**src/rtl/gpio_pkg.sv**
```systemverilog
package gpio_pkg;
  localparam int unsigned ADDR_W = 8;

  localparam logic [ADDR_W-1:0] OFS_OUT_SET = 8'h00;
  localparam logic [ADDR_W-1:0] OFS_OUT_CLR = 8'h10;
  localparam logic [ADDR_W-1:0] OFS_OE_SET  = 8'h20;
  localparam logic [ADDR_W-1:0] OFS_OE_CLR  = 8'h30;
  localparam logic [ADDR_W-1:0] OFS_IN      = 8'h40;

  typedef enum logic [2:0] {
    ACC_NONE    = 3'd0,
    ACC_OUT_SET = 3'd1,
    ACC_OUT_CLR = 3'd2,
    ACC_OE_SET  = 3'd3,
    ACC_OE_CLR  = 3'd4,
    ACC_IN      = 3'd5
  } acc_e;
endpackage

```
**src/rtl/gpio_bus_dec.sv**
```systemverilog
module gpio_bus_dec
  import gpio_pkg::*;
(
  input  logic [ADDR_W-1:0] addr_i,
  output acc_e              acc_o
);
  always_comb begin
    unique case (addr_i)
      OFS_OUT_SET: acc_o = ACC_OUT_SET;
      OFS_OUT_CLR: acc_o = ACC_OUT_CLR;
      OFS_OE_SET:  acc_o = ACC_OE_SET;
      OFS_OE_CLR:  acc_o = ACC_OE_CLR;
      OFS_IN:      acc_o = ACC_IN;
      default:     acc_o = ACC_NONE;
    endcase
  end
endmodule

```
**src/rtl/gpio_setclr_reg.sv**
```systemverilog
module gpio_setclr_reg #(
  parameter int unsigned W = 32
) (
  input  logic         clk_i,
  input  logic         rst_ni,
  input  logic         set_i,
  input  logic         clr_i,
  input  logic [W-1:0] mask_i,
  output logic [W-1:0] q_o
);
  logic [W-1:0] set_m, clr_m;

  assign set_m = set_i ? mask_i : '0;
  assign clr_m = clr_i ? mask_i : '0;

  // clear wins if both strobes ever coincide
  always_ff @(posedge clk_i or negedge rst_ni) begin
    if (!rst_ni) q_o <= '0;
    else         q_o <= (q_o | set_m) & ~clr_m;
  end

  AST_SET_TAKES: assert property (@(posedge clk_i) disable iff (!rst_ni)
    (set_i && !clr_i) |=> ((q_o & $past(mask_i)) == $past(mask_i)));
  AST_CLR_TAKES: assert property (@(posedge clk_i) disable iff (!rst_ni)
    clr_i |=> ((q_o & $past(mask_i)) == '0));
  AST_UNMASKED_HOLD: assert property (@(posedge clk_i) disable iff (!rst_ni)
    (set_i || clr_i) |=> (((q_o ^ $past(q_o)) & ~$past(mask_i)) == '0));
  AST_IDLE_HOLD: assert property (@(posedge clk_i) disable iff (!rst_ni)
    (!set_i && !clr_i) |=> $stable(q_o));
endmodule

```
**src/rtl/gpio_in_sync.sv**
```systemverilog
module gpio_in_sync #(
  parameter int unsigned W      = 32,
  parameter int unsigned STAGES = 2
) (
  input  logic         clk_i,
  input  logic         rst_ni,
  input  logic [W-1:0] d_i,
  output logic [W-1:0] q_o
);
  logic [W-1:0] chain [STAGES];

  for (genvar s = 0; s < STAGES; s++) begin : g_stage
    always_ff @(posedge clk_i or negedge rst_ni) begin
      if (!rst_ni)     chain[s] <= '0;
      else if (s == 0) chain[s] <= d_i;
      else             chain[s] <= chain[(s == 0) ? 0 : s-1];
    end
  end

  assign q_o = chain[STAGES-1];

  if (STAGES == 2) begin : g_chk
    logic [1:0] warm_q;
    always_ff @(posedge clk_i or negedge rst_ni) begin
      if (!rst_ni)          warm_q <= '0;
      else if (warm_q != 2) warm_q <= warm_q + 2'd1;
    end
    AST_SYNC_LATENCY: assert property (@(posedge clk_i) disable iff (!rst_ni)
      (warm_q == 2) |-> (q_o == $past(d_i, 2)));
  end
endmodule

```
**src/rtl/gpio_w1_port.sv**
```systemverilog
module gpio_w1_port
  import gpio_pkg::*;
#(
  parameter int unsigned NUM_PINS    = 32,
  parameter int unsigned SYNC_STAGES = 2
) (
  input  logic                clk_i,
  input  logic                rst_ni,
  input  logic                req_i,
  input  logic                we_i,
  input  logic [ADDR_W-1:0]   addr_i,
  input  logic [NUM_PINS-1:0] wdata_i,
  output logic [NUM_PINS-1:0] rdata_o,
  output logic                rvalid_o,
  input  logic [NUM_PINS-1:0] pad_in_i,
  output logic [NUM_PINS-1:0] pad_out_o,
  output logic [NUM_PINS-1:0] pad_oe_o
);
  acc_e                acc;
  logic                wr, rd;
  logic [NUM_PINS-1:0] pad_sync;

  gpio_bus_dec u_dec (.addr_i(addr_i), .acc_o(acc));

  assign wr = req_i &  we_i;
  assign rd = req_i & !we_i;

  gpio_setclr_reg #(.W(NUM_PINS)) u_out_reg (
    .clk_i (clk_i),
    .rst_ni(rst_ni),
    .set_i (wr && acc == ACC_OUT_SET),
    .clr_i (wr && acc == ACC_OUT_CLR),
    .mask_i(wdata_i),
    .q_o   (pad_out_o)
  );

  gpio_setclr_reg #(.W(NUM_PINS)) u_oe_reg (
    .clk_i (clk_i),
    .rst_ni(rst_ni),
    .set_i (wr && acc == ACC_OE_SET),
    .clr_i (wr && acc == ACC_OE_CLR),
    .mask_i(wdata_i),
    .q_o   (pad_oe_o)
  );

  gpio_in_sync #(.W(NUM_PINS), .STAGES(SYNC_STAGES)) u_sync (
    .clk_i (clk_i),
    .rst_ni(rst_ni),
    .d_i   (pad_in_i),
    .q_o   (pad_sync)
  );

  always_ff @(posedge clk_i or negedge rst_ni) begin
    if (!rst_ni) begin
      rvalid_o <= 1'b0;
      rdata_o  <= '0;
    end else begin
      rvalid_o <= rd;
      if (rd) rdata_o <= (acc == ACC_IN) ? pad_sync : '0;
    end
  end

  AST_READ_VALID: assert property (@(posedge clk_i) disable iff (!rst_ni)
    rd |=> rvalid_o);
  AST_READ_ZERO: assert property (@(posedge clk_i) disable iff (!rst_ni)
    (rd && acc != ACC_IN) |=> (rdata_o == '0));
  AST_WRITE_IGNORED: assert property (@(posedge clk_i) disable iff (!rst_ni)
    (wr && (acc == ACC_IN || acc == ACC_NONE)) |=> ($stable(pad_out_o) && $stable(pad_oe_o)));
  AST_OUT_KEEPS_OE: assert property (@(posedge clk_i) disable iff (!rst_ni)
    (wr && (acc == ACC_OUT_SET || acc == ACC_OUT_CLR)) |=> $stable(pad_oe_o));
  AST_OE_KEEPS_OUT: assert property (@(posedge clk_i) disable iff (!rst_ni)
    (wr && (acc == ACC_OE_SET || acc == ACC_OE_CLR)) |=> $stable(pad_out_o));
endmodule

```
**config.mk**
```make
export PLATFORM = sky130hd
export DESIGN_NAME = gpio_w1_port
export DESIGN_NICKNAME = d
export VERILOG_FILES = /design/src/rtl/gpio_pkg.sv /design/src/rtl/gpio_bus_dec.sv /design/src/rtl/gpio_setclr_reg.sv /design/src/rtl/gpio_in_sync.sv /design/src/rtl/gpio_w1_port.sv
export SDC_FILE = /design/constraint.sdc
export NUM_CORES = 1
export LEC_CHECK = 0
export BUFFER_PORTS_ARGS = -buffer_cell sky130_fd_sc_hd__buf_2
export CORE_AREA = 2 2 152 95
export DETAILED_ROUTE_END_ITERATION = 12
export DIE_AREA = 0 0 154 97
export PLACE_DENSITY = 0.75
export REMOVE_ABC_BUFFERS = 1
export SLEW_MARGIN = 20
export SYNTH_ARGS = -nofsm -noshare
export SYNTH_HDL_FRONTEND = slang
export SYNTH_SLANG_ARGS = --single-unit
```
**constraint.sdc**
```tcl
create_clock -name clk_i -period 1.1 [get_ports clk_i]
set_input_delay 0.055 -clock clk_i [delete_from_list [all_inputs] [get_ports clk_i]]
set_output_delay 0.055 -clock clk_i [all_outputs]
set_load 0.03 [all_outputs]
```
==> summary.txt, run 1 <==
=================================================================================================================
Worst endpoint required time .......................................................................      1.04 ns
Detailed route wirelength on metal2 ................................................................      6995 µm
DR iter-0 viols ....................................................................................          203
Worst-Margin Slew ..................................................................................    0.5852 ns
Library cell occupying the most area in the post-synthesis netlist .................................      dfrtp_1
Cell count after synthesis .........................................................................          426
Maximum clock path buffer count ....................................................................            2
Finished Core Util .................................................................................       62.43%
Classification of the worst setup path ............................................................. register to primary output
Reg power frac .....................................................................................        48.0%
Number of levels the H-tree was split into .........................................................            4
Combinational share of power .......................................................................         7.7%
Setup tns final ....................................................................................         0 ns
Cell area after synthesis .......................................................................... 0.005946 mm²
Maximum clock frequency ............................................................................    937.6 MHz
Critical Path Source ............................................................................... rdata_o[26]$_DFFE_PN0P_
Area growth from synthesis to layout ...............................................................       40.91%
Standard-cell row count ............................................................................           33
Clock tree root buffer cell ........................................................................    clkbuf_16
Aggregate global-route resource usage ..............................................................       19.71%
Core Box Area ......................................................................................  0.01342 mm²
Kind of launch point of the worst setup path .......................................................     register
Routed length on met1 ..............................................................................      6368 µm
Internal Dissipation ...............................................................................     9.554 mW
Worst path bufs/invs ...............................................................................            1
Count of pins over their slew limit ................................................................            0
Die Area ...........................................................................................  0.01494 mm²
Category of cells accounting for the largest share of critical-path delay ..........................   flip-flops
Compound-cell area share of the yosys netlist ......................................................       5.303%
Detailed placer's ending HPWL ......................................................................      8903 µm
Io pins ............................................................................................          173
Distinct cell type count of the synthesized netlist ................................................           16
Clk pwr share ......................................................................................        44.4%
Number of nets with antenna violations after detailed routing ......................................            0
Vert. Die Dim ......................................................................................        97 µm
Pin count of the biggest net entering global routing ...............................................           65
Synth Register Bits ................................................................................          161
Global-route wire length before repair .............................................................     23230 µm
Clock slew at the register clock pins of the worst setup and hold paths ............................      0.07 ns
Ratio of final minimum period to clock period ......................................................       96.96%
Overflow left after global routing .................................................................            0
R2R Path Start ..................................................................................... rdata_o[25]$_DFFE_PN0P_
Main combinational cell family by area after synthesis ............................................. multiplexers
Maximum vdd ir drop ................................................................................     934.1 µV
# DRC ..............................................................................................            0
Die Span X .........................................................................................       154 µm
Cell types with the largest area share after synthesis ............................................. dfrtp_1 68%, mux2i_1 11%, a22o_2 4.7%, nand4b_1 4.7%, inv_1 4.1%
Number of hold-slack violations in the final timing report .........................................            0
Slowest Stage Delay on Critical Path ...............................................................      0.38 ns
CTS tree ...........................................................................................          yes
Worst-path cell with the longest stage delay .......................................................      dfrtp_1
Highest metal layer with signal wires ..............................................................         met4
Routed vias ........................................................................................         4253
Mapped Avg Cell Area ...............................................................................    13.96 µm²
Number of antenna violations at the first check in global routing ..................................            1
Number of buffers added by the clock tree synthesis step ...........................................           17
Simple logic cell fraction of the synthesized area .................................................       9.449%
Seq/Total Area, Yosys ..............................................................................       67.76%
Number of vias per cell after detailed routing .....................................................        4.957
Clk_lat worst skew .................................................................................      0.41 ns
Cells traversed along the worst timing path ........................................................        buf_2
Fin nets ...........................................................................................          745
Number of warnings reported in the yosys synthesis log .............................................            0
Final setup violating endpoints ....................................................................            0
Xor and xnor area share after synthesis ............................................................           0%
Pwr per Cell Area ..................................................................................  1537 mW/mm²
TritonRoute pass-1 iters ...........................................................................            4
Type of destination of the critical path ........................................................... primary output
Total Routed Length ................................................................................     14220 µm
Number of port buffers .............................................................................          172
Routed length per placed instance ..................................................................     16.57 µm
Count of clock tree sinks ..........................................................................          161
MaxCap Viol Count ..................................................................................            0
Layout Skew ........................................................................................  0.006807 ns
Final worst path period need .......................................................................     1.067 ns
Static Leak ........................................................................................     4.517 nW
Area share of the largest cell type after synthesis ................................................       67.76%
Initial core utilization ...........................................................................       44.31%
Post-synthesis mux area share ......................................................................       10.77%
Layout cells sized above 1 .........................................................................       37.54%
Via count of the first global-routing pass .........................................................         4462
Arithmetic-cell share of the synthesized area counting full adders, half adders and majority gates .           0%
Worst path arrival time ............................................................................      1.01 ns
Status .............................................................................................    completed
Min-Delay Path Class ............................................................................... input port to async pin
Worst rel slew slack ...............................................................................       60.99%
Final weighted congestion in routability-driven placement ..........................................       0.8147
FILL cells .........................................................................................         1021
Switching component of the power ...................................................................     3.319 mW
Switching Fraction .................................................................................       25.78%
Met3 wire length ...................................................................................       794 µm
Crit path max fanout ...............................................................................            2
=================================================================================================================
==> power groups by stage <==
stage	Sequential (mW)	Combinational (mW)	Clock (mW)
global placement	6.28	0.776	0
detailed placement	6.29	0.806	0
global route	6.19	1.07	6.14
finish	6.17	0.987	5.71
CTS	6.17	0.988	5.84
floorplan	6.41	0.130	0
==> path summary, 6_finish.rpt <==
check | to | slack (ns) | cells after the start
setup reg to reg | rdata_o[25]$_DFFE_PN0P_ | 0.23 | 2
setup / recovery | rdata_o[26] | 0.03 | 1
hold reg to reg | u_sync.q_o[25]$_DFF_PN0_ | 0.35 | 0
max in group asynchronous | u_sync.chain[40]$_DFF_PN0_ | 0.44 | 3
hold / removal | u_sync.q_o[0]$_DFF_PN0_ | 0.1 | 2
min in group clk_i | u_oe_reg.q_o[16]$_DFF_PN0_ | 0.17 | 3
==> worst reg2reg max path, cell delays in order (launching register included) <==
cell and delay (ns):
dfrtp_1 0.39, buf_4 0.14, a22o_2 0.23
==> flip-flops by register name, summed over array words and instances, names as in the netlist <==
name,flops
rdata_o,32
rvalid_o,1
u_oe_reg.q_o,32
u_out_reg.q_o,32
u_sync.chain,32
u_sync.q_o,32
==> logic make-up (layout without fill, tap and decap cells) <==
family	Yosys count	in the layout
multiplexers	64	64
AO/OA/AOI/OAI	32	32
other	0	1
AND/OR/NAND/NOR	70	70
buffers and inverters	99	355
flip-flops	161	161
==> synth_stat cells <==
library cell / instances
dfrtp_1: 161
inv_1: 65
mux2i_1: 64
nand4_1: 32
nand4b_1: 32
a22o_2: 28
clkbuf_1: 21
buf_1: 6
a22o_1: 4
buf_2: 4
buf_6: 3
nor4_4: 2
and4bb_2: 1
nand2b_1: 1
or3b_2: 1
or4_4: 1
==> cell type report <==
type | instances | area [µm²] | area share (%)
Antenna cell | 1 | 2.502 | 0.02987
Clock buffer | 18 | 429.2 | 5.122
Clock inverter | 14 | 146.4 | 1.747
Inverter | 65 | 244.0 | 2.912
Multi-Input combinational cell | 166 | 1518 | 18.12
Sequential cell | 161 | 4029 | 48.09
Tap cell | 175 | 219.0 | 2.613
Timing Repair Buffer | 258 | 1790 | 21.37
==> metal layers <==
layer	global-route usage, %	up-vias
met2	31.63	144
li1	-	1957
met1	26.64	2144
met4	4.313	0
met5	0	-
met3	6.004	8
==> layout by cell type, fill, tap and decap left out, types with 3 or more instances in the layout <==
| cell type | synthesis | final |
|---|---|---|
| buf_4 | 0 | 15 |
| clkbuf_16 | 0 | 17 |
| dlygate4sd3_1 | 0 | 66 |
| buf_2 | 4 | 164 |
| buf_6 | 3 | 3 |
| a22o_1 | 4 | 4 |
| buf_12 | 0 | 7 |
| mux2i_1 | 64 | 64 |
| dfrtp_1 | 161 | 161 |
| inv_8 | 0 | 5 |
| nand4b_1 | 32 | 32 |
| nand4_1 | 32 | 32 |
| inv_1 | 65 | 65 |
| a22o_2 | 28 | 28 |
| clkinvlp_4 | 0 | 3 |
| clkbuf_4 | 0 | 3 |
==> what timing repair did <==
item                                   4_1_cts  5_1_grt
gates resized for setup                      1        9
endpoints found under the hold margin      258        0
gates cloned                                 0        0
setup endpoints to repair                    1        7
hold buffers                                66        0
setup buffers                                0        4
==> per-stage QoR <==
| step | hold WS (ns) | power (mW) | setup slack [ns] | instances | instance area, µm² |
|---|---|---|---|---|---|
| finish | 0.09590 | 12.87 | 0.03347 | 858 | 8378 |
| global route | 0.09153 | 13.40 | -0.006732 | 857 | 8376 |
| CTS | 0.07369 | 13.00 | 0.01034 | 853 | 8323 |
| detailed placement | -0.04376 | 7.094 | -0.3910 | 755 | 7084 |
| global placement | -0.05100 | 7.051 | -0.3672 | 755 | 7084 |
| floorplan | -0.2406 | 6.541 | -1.063 | 392 | 5791 |
Power figures use the tool's default switching activity.
==> run 2: changes to the inputs <==
CORE_AREA = 2 2 161 100   (was 2 2 152 95)
DIE_AREA = 0 0 163 102   (was 0 0 154 97)
PLACE_DENSITY = 0.68   (was 0.75)
==> summary.txt, run 2 (synthesized netlist as in run 1, its figures left out) <==
========================================================================================
Global-route wire length before repair ....................................     22090 µm   -4.9%
Worst path bufs/invs ......................................................            2   +1
Worst endpoint required time ..............................................      1.45 ns   +0.41 ns
Clk_lat worst skew ........................................................      0.41 ns   about the same
Static Leak ...............................................................     4.524 nW   +0.16%
Count of clock tree sinks .................................................          161   unchanged
Reg power frac ............................................................        48.0%   about the same
Layout Skew ...............................................................  0.008734 ns   +0.001927 ns
Worst rel slew slack ......................................................       56.41%   -4.6 points
Area growth from synthesis to layout ......................................       41.10%
Clk pwr share .............................................................        44.3%   about the same
Flop2flop setup slack .....................................................      0.35 ns   +0.12 ns
Io pins ...................................................................          173   unchanged
Number of buffers added by the clock tree synthesis step ..................           17   unchanged
Switching Fraction ........................................................       25.50%   -0.28 points
Maximum clock path buffer count ...........................................            2   unchanged
WHS .......................................................................    0.1166 ns   +0.02073 ns
Final weighted congestion in routability-driven placement .................       0.7217   -11%
Total Routed Length .......................................................     13730 µm   -3.4%
Worst path arrival time ...................................................      1.41 ns   +0.40 ns
Kind of launch point of the worst setup path ..............................   input port
Count of pins over their slew limit .......................................            0   unchanged
Standard-cell row count ...................................................           35   +6.1%
MaxCap Viol Count .........................................................            0   unchanged
Number of hold-slack violations in the final timing report ................            0   unchanged
Routed vias ...............................................................         4208   -1.1%
Top library cells by usage in the layout, fill and taps aside ............. 169 x buf_2, 161 x dfrtp_1, 65 x inv_1, 65 x dlygate4sd3_1, 64 x mux2i_1
Detailed placer's ending HPWL .............................................      9037 µm   +1.5%
Maximum vdd ir drop .......................................................     673.6 µV   -28%
Clock slew at the register clock pins of the worst setup and hold paths ...      0.07 ns   about the same
Die Area ..................................................................  0.01663 mm²   +11%
Combinational share of power ..............................................         7.6%   about the same
Worst-path cell with the longest stage delay ..............................        or4_4
Worst-Margin Slew .........................................................    0.6539 ns   +0.06869 ns
Routed length per placed instance .........................................     15.53 µm   -6.3%
Pin count of the biggest net entering global routing ......................           65   unchanged
Number of vias per cell after detailed routing ............................        4.760   -4.0%
Clock tree root buffer cell ...............................................    clkbuf_16
Category of cells accounting for the largest share of critical-path delay . simple AND/OR/NAND/NOR gates
Total Power ...............................................................     12.86 mW   -0.12%
Internal Dissipation ......................................................     9.578 mW   +0.25%
# DRC .....................................................................            0   unchanged
Number of non-filler instances in the completed layout ....................          884   +3.0%
Number of port buffers ....................................................          172   unchanged
Slowest Stage Delay on Critical Path ......................................      0.54 ns   +0.16 ns
Number of levels the H-tree was split into ................................            4   unchanged
Final setup violating endpoints ...........................................            0   unchanged
Core Box Area .............................................................  0.01511 mm²   +13%
Pwr per Cell Area .........................................................  1533 mW/mm²   -0.26%
Number of antenna violations at the first check in global routing .........            0   -1
Antenna cell count ........................................................            0   -1
DR iter-0 viols ...........................................................          245   +21%
Switching component of the power ..........................................     3.279 mW   -1.2%
Crit path max fanout ......................................................           32   +30
Type of destination of the critical path ..................................     register
Number of nets with antenna violations after detailed routing .............            0   unchanged
Via count of the first global-routing pass ................................         4316   -3.3%
Setup repair after global routing missed its margin .......................        false
CTS tree ..................................................................          yes
TritonRoute pass-1 iters ..................................................            5   +1
Initial core utilization ..................................................       39.35%   -5.0 points
Aggregate global-route resource usage .....................................       17.05%   -2.7 points
Status ....................................................................    completed
Fin nets ..................................................................          744   -0.13%
Vert. Die Dim .............................................................       102 µm   +5.2%
Min-Delay Path Class ...................................................... input port to async pin
Cells traversed along the worst timing path ............................... buf_6 > or4_4 > nor4_4 > buf_12 > a22o_2
Instance count after placement with tap cells included ....................          787   +4.2%
Overflow left after global routing ........................................            0   unchanged
Final worst path period need ..............................................     1.067 ns   +0.0008041 ns
Layout cells sized above 1 ................................................       37.74%   +0.20 points
Classification of the worst setup path .................................... input port to register
Ratio of final minimum period to clock period .............................       97.03%   about the same
Most common cell after layout, fill and taps aside ........................        buf_2
Maximum clock frequency ...................................................    936.9 MHz   about the same
Die Span X ................................................................       163 µm   +5.8%
========================================================================================
==> run 2: cell count changes in the layout (fill, tap and decap cells not counted), sizes merged <==
cell	previous run	this run
inv	72	71
clkinvlp	3	0
clkinv	4	9
buf	189	192
clkbuf	21	17
diode	1	0
dlygate4sd3	66	65
==> run 2: stage by stage <==
step	util, %	area (µm²)	setup TNS, ns	setup slack (ns)
after floorplan	-	5791	-95.29	-1.063
after global placement	47.24	7137	-28.07	-0.3503
after detailed placement	47.24	7137	-30.37	-0.3924
after CTS	55.47	8381	0	0.01943
after global routing	55.53	8389	0	0.00006806
final	55.53	8389	0	0.03267
==> run 2: final timing paths <==
| check | startpoint | to | depth (start not counted) |
|---|---|---|---|
| max | addr_i[1] | rdata_o[13]$_DFFE_PN0P_ | 5 |
| min | rst_ni | u_sync.q_o[27]$_DFF_PN0_ | 2 |
| max reg2reg | rdata_o[13]$_DFFE_PN0P_ | rdata_o[13]$_DFFE_PN0P_ | 1 |
| min reg2reg | u_sync.chain[37]$_DFF_PN0_ | u_sync.q_o[5]$_DFF_PN0_ | 0 |
| max in group asynchronous | rst_ni | u_sync.chain[40]$_DFF_PN0_ | 3 |
| min in group clk_i | addr_i[6] | u_oe_reg.q_o[16]$_DFF_PN0_ | 5 |
==> run 2: final cells by class <==
| type | count | area [µm²] |
|---|---|---|
| timing repair buffer | 257 | 1752 |
| sequential | 161 | 4029 |
| multi-input combinational | 166 | 1518 |
| clock inverter | 15 | 167.7 |
| clock buffer | 17 | 425.4 |
| inverter | 65 | 244.0 |
| fill | 1246 | 6719 |
| tap | 203 | 254.0 |
==> run 2: power by group through the flow <==
stage	combinational, mW	sequential, mW	clock (mW)
finish	0.983	6.17	5.70
global route	1.07	6.19	6.15
CTS	0.992	6.17	5.88
detailed placement	0.815	6.29	0
global placement	0.788	6.28	0
floorplan	0.130	6.41	0
==> run 2: per-layer routing <==
layer  part of all wire, %  global-route usage (%)  routed length (µm)
met1                    46                   22.56                6261
met2                    49                   28.52                6758
met3                   4.5                   4.383                 616
met4                  0.70                   4.289                  96
met5                     0                       0                   0
==> run 2: timing repair <==
| action | CTS | global route |
|---|---|---|
| hold buffers | 65 | 0 |
| buffers inserted | 0 | 0 |
| hold endpoints to repair | 257 | 0 |
| setup endpoints to repair | 0 | 2 |
| gates resized for setup | 0 | 3 |
==> run 3: changes to the inputs <==
REMOVE_ABC_BUFFERS = unset   (was 1)
==> summary.txt, run 3 (synthesized netlist as in run 1, its figures left out) <==
======================================================================================
Clk_lat worst skew ......................................................      0.41 ns   about the same
Number of port buffers ..................................................          172   unchanged
Status ..................................................................    completed
Routed length per placed instance .......................................     16.02 µm   +3.1%
Aggregate global-route resource usage ...................................       17.47%   +0.42 points
Routed vias .............................................................         4155   -1.3%
Number of antenna violations at the first check in global routing .......            0   unchanged
Detailed route wirelength on metal2 .....................................      6828 µm   +1.0%
DR iter-0 viols .........................................................          305   +24%
Initial core utilization ................................................       39.35%   unchanged
Number of vias per cell after detailed routing ..........................        4.722   -0.81%
Net count after synthesis ...............................................          502
Fin nets ................................................................          739   -0.67%
Maximum clock frequency .................................................    943.9 MHz   +0.75%
Number of non-filler instances in the completed layout ..................          880   -0.45%
Global-route wire length before repair ..................................     22550 µm   +2.1%
Worst endpoint required time ............................................      1.45 ns   about the same
Setup repair after global routing missed its margin .....................        false
Die Area ................................................................  0.01663 mm²   unchanged
Maximum vdd ir drop .....................................................      1032 µV   +53%
Core Box Area ...........................................................  0.01511 mm²   unchanged
Final instance area ..................................................... 0.008320 mm²   -0.82%
Final worst path period need ............................................     1.059 ns   -0.007906 ns
Vert. Die Dim ...........................................................       102 µm   unchanged
Number of hold-slack violations in the final timing report ..............            0   unchanged
Worst path arrival time .................................................      1.41 ns   about the same
Number of buffers added by the clock tree synthesis step ................           17   unchanged
Worst rel slew slack ....................................................       57.31%   +0.90 points
FILL cells ..............................................................         1269   +1.8%
Standard-cell row count .................................................           35   unchanged
Routed length on met1 ...................................................      6541 µm   +4.5%
Met3 wire length ........................................................       641 µm   +4.1%
Setup tns final .........................................................         0 ns   unchanged
Top library cells by usage in the layout, fill and taps aside ........... 167 x buf_2, 161 x dfrtp_1, 65 x inv_1, 65 x dlygate4sd3_1, 64 x mux2i_1
Most common cell after layout, fill and taps aside ......................        buf_2
Kind of launch point of the worst setup path ............................   input port
Count of clock tree sinks ...............................................          161   unchanged
Via count of the first global-routing pass ..............................         4297   -0.44%
TritonRoute pass-1 iters ................................................            6   +1
Ratio of final minimum period to clock period ...........................       96.31%   -0.72 points
Area growth from synthesis to layout ....................................       39.94%
Instance area after placement ........................................... 0.007074 mm²   -0.88%
Count of pins over their slew limit .....................................            0   unchanged
R2R Path Start .......................................................... rdata_o[24]$_DFFE_PN0P_
Final setup violating endpoints .........................................            0   unchanged
Classification of the worst setup path .................................. input port to register
Worst-Margin Slew .......................................................    0.6404 ns   -0.01347 ns
Overflow left after global routing ......................................            0   unchanged
Layout cells sized above 1 ..............................................       37.13%   -0.61 points
Highest metal layer with signal wires ...................................         met4
Critical Path Source ....................................................    addr_i[1]
Worst flop-to-flop path endpoint ........................................ rdata_o[24]$_DFFE_PN0P_
Flop2flop setup slack ...................................................      0.34 ns   about the same
MaxCap Viol Count .......................................................            0   unchanged
Pwr per Cell Area .......................................................  1540 mW/mm²   +0.48%
Detailed placer's ending HPWL ...........................................      9148 µm   +1.2%
Io pins .................................................................          173   unchanged
Maximum clock path buffer count .........................................            2   unchanged
Crit path max fanout ....................................................           13   -59%
Clock slew at the register clock pins of the worst setup and hold paths .      0.07 ns   about the same
Final weighted congestion in routability-driven placement ...............       0.7818   +8.3%
Die Span X ..............................................................       163 µm   unchanged
Number of levels the H-tree was split into ..............................            4   unchanged
Clock tree root buffer cell .............................................    clkbuf_16
Static Leak .............................................................     4.479 nW   -1.0%
Type of destination of the critical path ................................     register
Instance count after placement with tap cells included ..................          782   -0.64%
Number of nets with antenna violations after detailed routing ...........            0   unchanged
CTS tree ................................................................          yes
# DRC ...................................................................            0   unchanged
Total Routed Length .....................................................     14090 µm   +2.6%
Capture point of the worst path ......................................... rdata_o[20]$_DFFE_PN0P_
Layout Skew .............................................................  0.006200 ns   -0.002534 ns
Min-Delay Path Class .................................................... input port to async pin
Pin count of the biggest net entering global routing ....................           65   unchanged
Number of cells traversed by the worst register-to-register path ........            1   unchanged
======================================================================================
[run 3: changes by cell type in the layout (fill, tap and decap cells not counted), sizes merged]
cell	previous run	this run
inv	71	72
clkbuf	17	20
clkinvlp	0	3
buf	192	185
diode	0	1
clkinv	9	4
[run 3: worst max-delay path, cell delays in order]
cell	delay (ns)
buf_2	0.11
or4_4	0.54
nor4_4	0.30
buf_4	0.25
a22o_2	0.16
[run 3: final cells by class]
type                            instances  area, µm²  share of cell area (%)
Sequential cell                       161       4029                   48.42
Timing Repair Buffer                  252       1698                   20.41
Multi-Input combinational cell        166       1518                   18.24
Clock buffer                           18      429.2                   5.158
Tap cell                              203      254.0                   3.053
Inverter                               65      244.0                   2.932
Clock inverter                         14      146.4                   1.759
Antenna cell                            1      2.502                 0.03008
[run 3: worst min-delay path by stage]
stage / slack [ns] / end / depth (start not counted)
after floorplan: -0.24 / rdata_o[0]$_DFFE_PN0P_ / 0
after global placement: -0.06 / u_out_reg.q_o[24]$_DFF_PN0_ / 1
after detailed placement: -0.06 / u_out_reg.q_o[24]$_DFF_PN0_ / 1
after CTS: 0.06 / u_oe_reg.q_o[25]$_DFF_PN0_ / 2
after global routing: 0.08 / u_out_reg.q_o[24]$_DFF_PN0_ / 2
final: 0.08 / u_out_reg.q_o[24]$_DFF_PN0_ / 2
[run 3: metrics by stage]
step / util (%) / worst slack, ns / hold WS (ns) / power (mW)
2_1_floorplan: - / -0.2398 / -0.2406 / 6.613
3_3_place_gp: 46.82 / -0.3752 / -0.06296 / 7.050
3_5_place_dp: 46.82 / -0.4182 / -0.06315 / 7.074
4_1_cts: 54.94 / 0.006696 / 0.05984 / 13.02
5_1_grt: 55.06 / 0.001332 / 0.08288 / 13.37
6_report: 55.07 / 0.04058 / 0.08256 / 12.81
[run 3: report_power, final]
part | internal (mW) | total [mW] | switching, mW
Clock | 3.03 | 5.68 | 2.65
Combinational | 0.405 | 0.961 | 0.556
Sequential | 6.10 | 6.17 | 0.0698
[run 3: per-layer routing]
metal  vias to the layer above  GRT usage [%]
met5                         -              0
met4                         0          4.425
met3                         6          4.424
met2                       117          28.26
met1                      2083          23.93
li1                       1949              -
[run 3: timing repair]
item                       4_1_cts  5_1_grt
gates resized for setup          0        8
hold endpoints to repair       257        0
buffers inserted                 0        0
setup endpoints to repair        0       15
hold buffers                    65        0
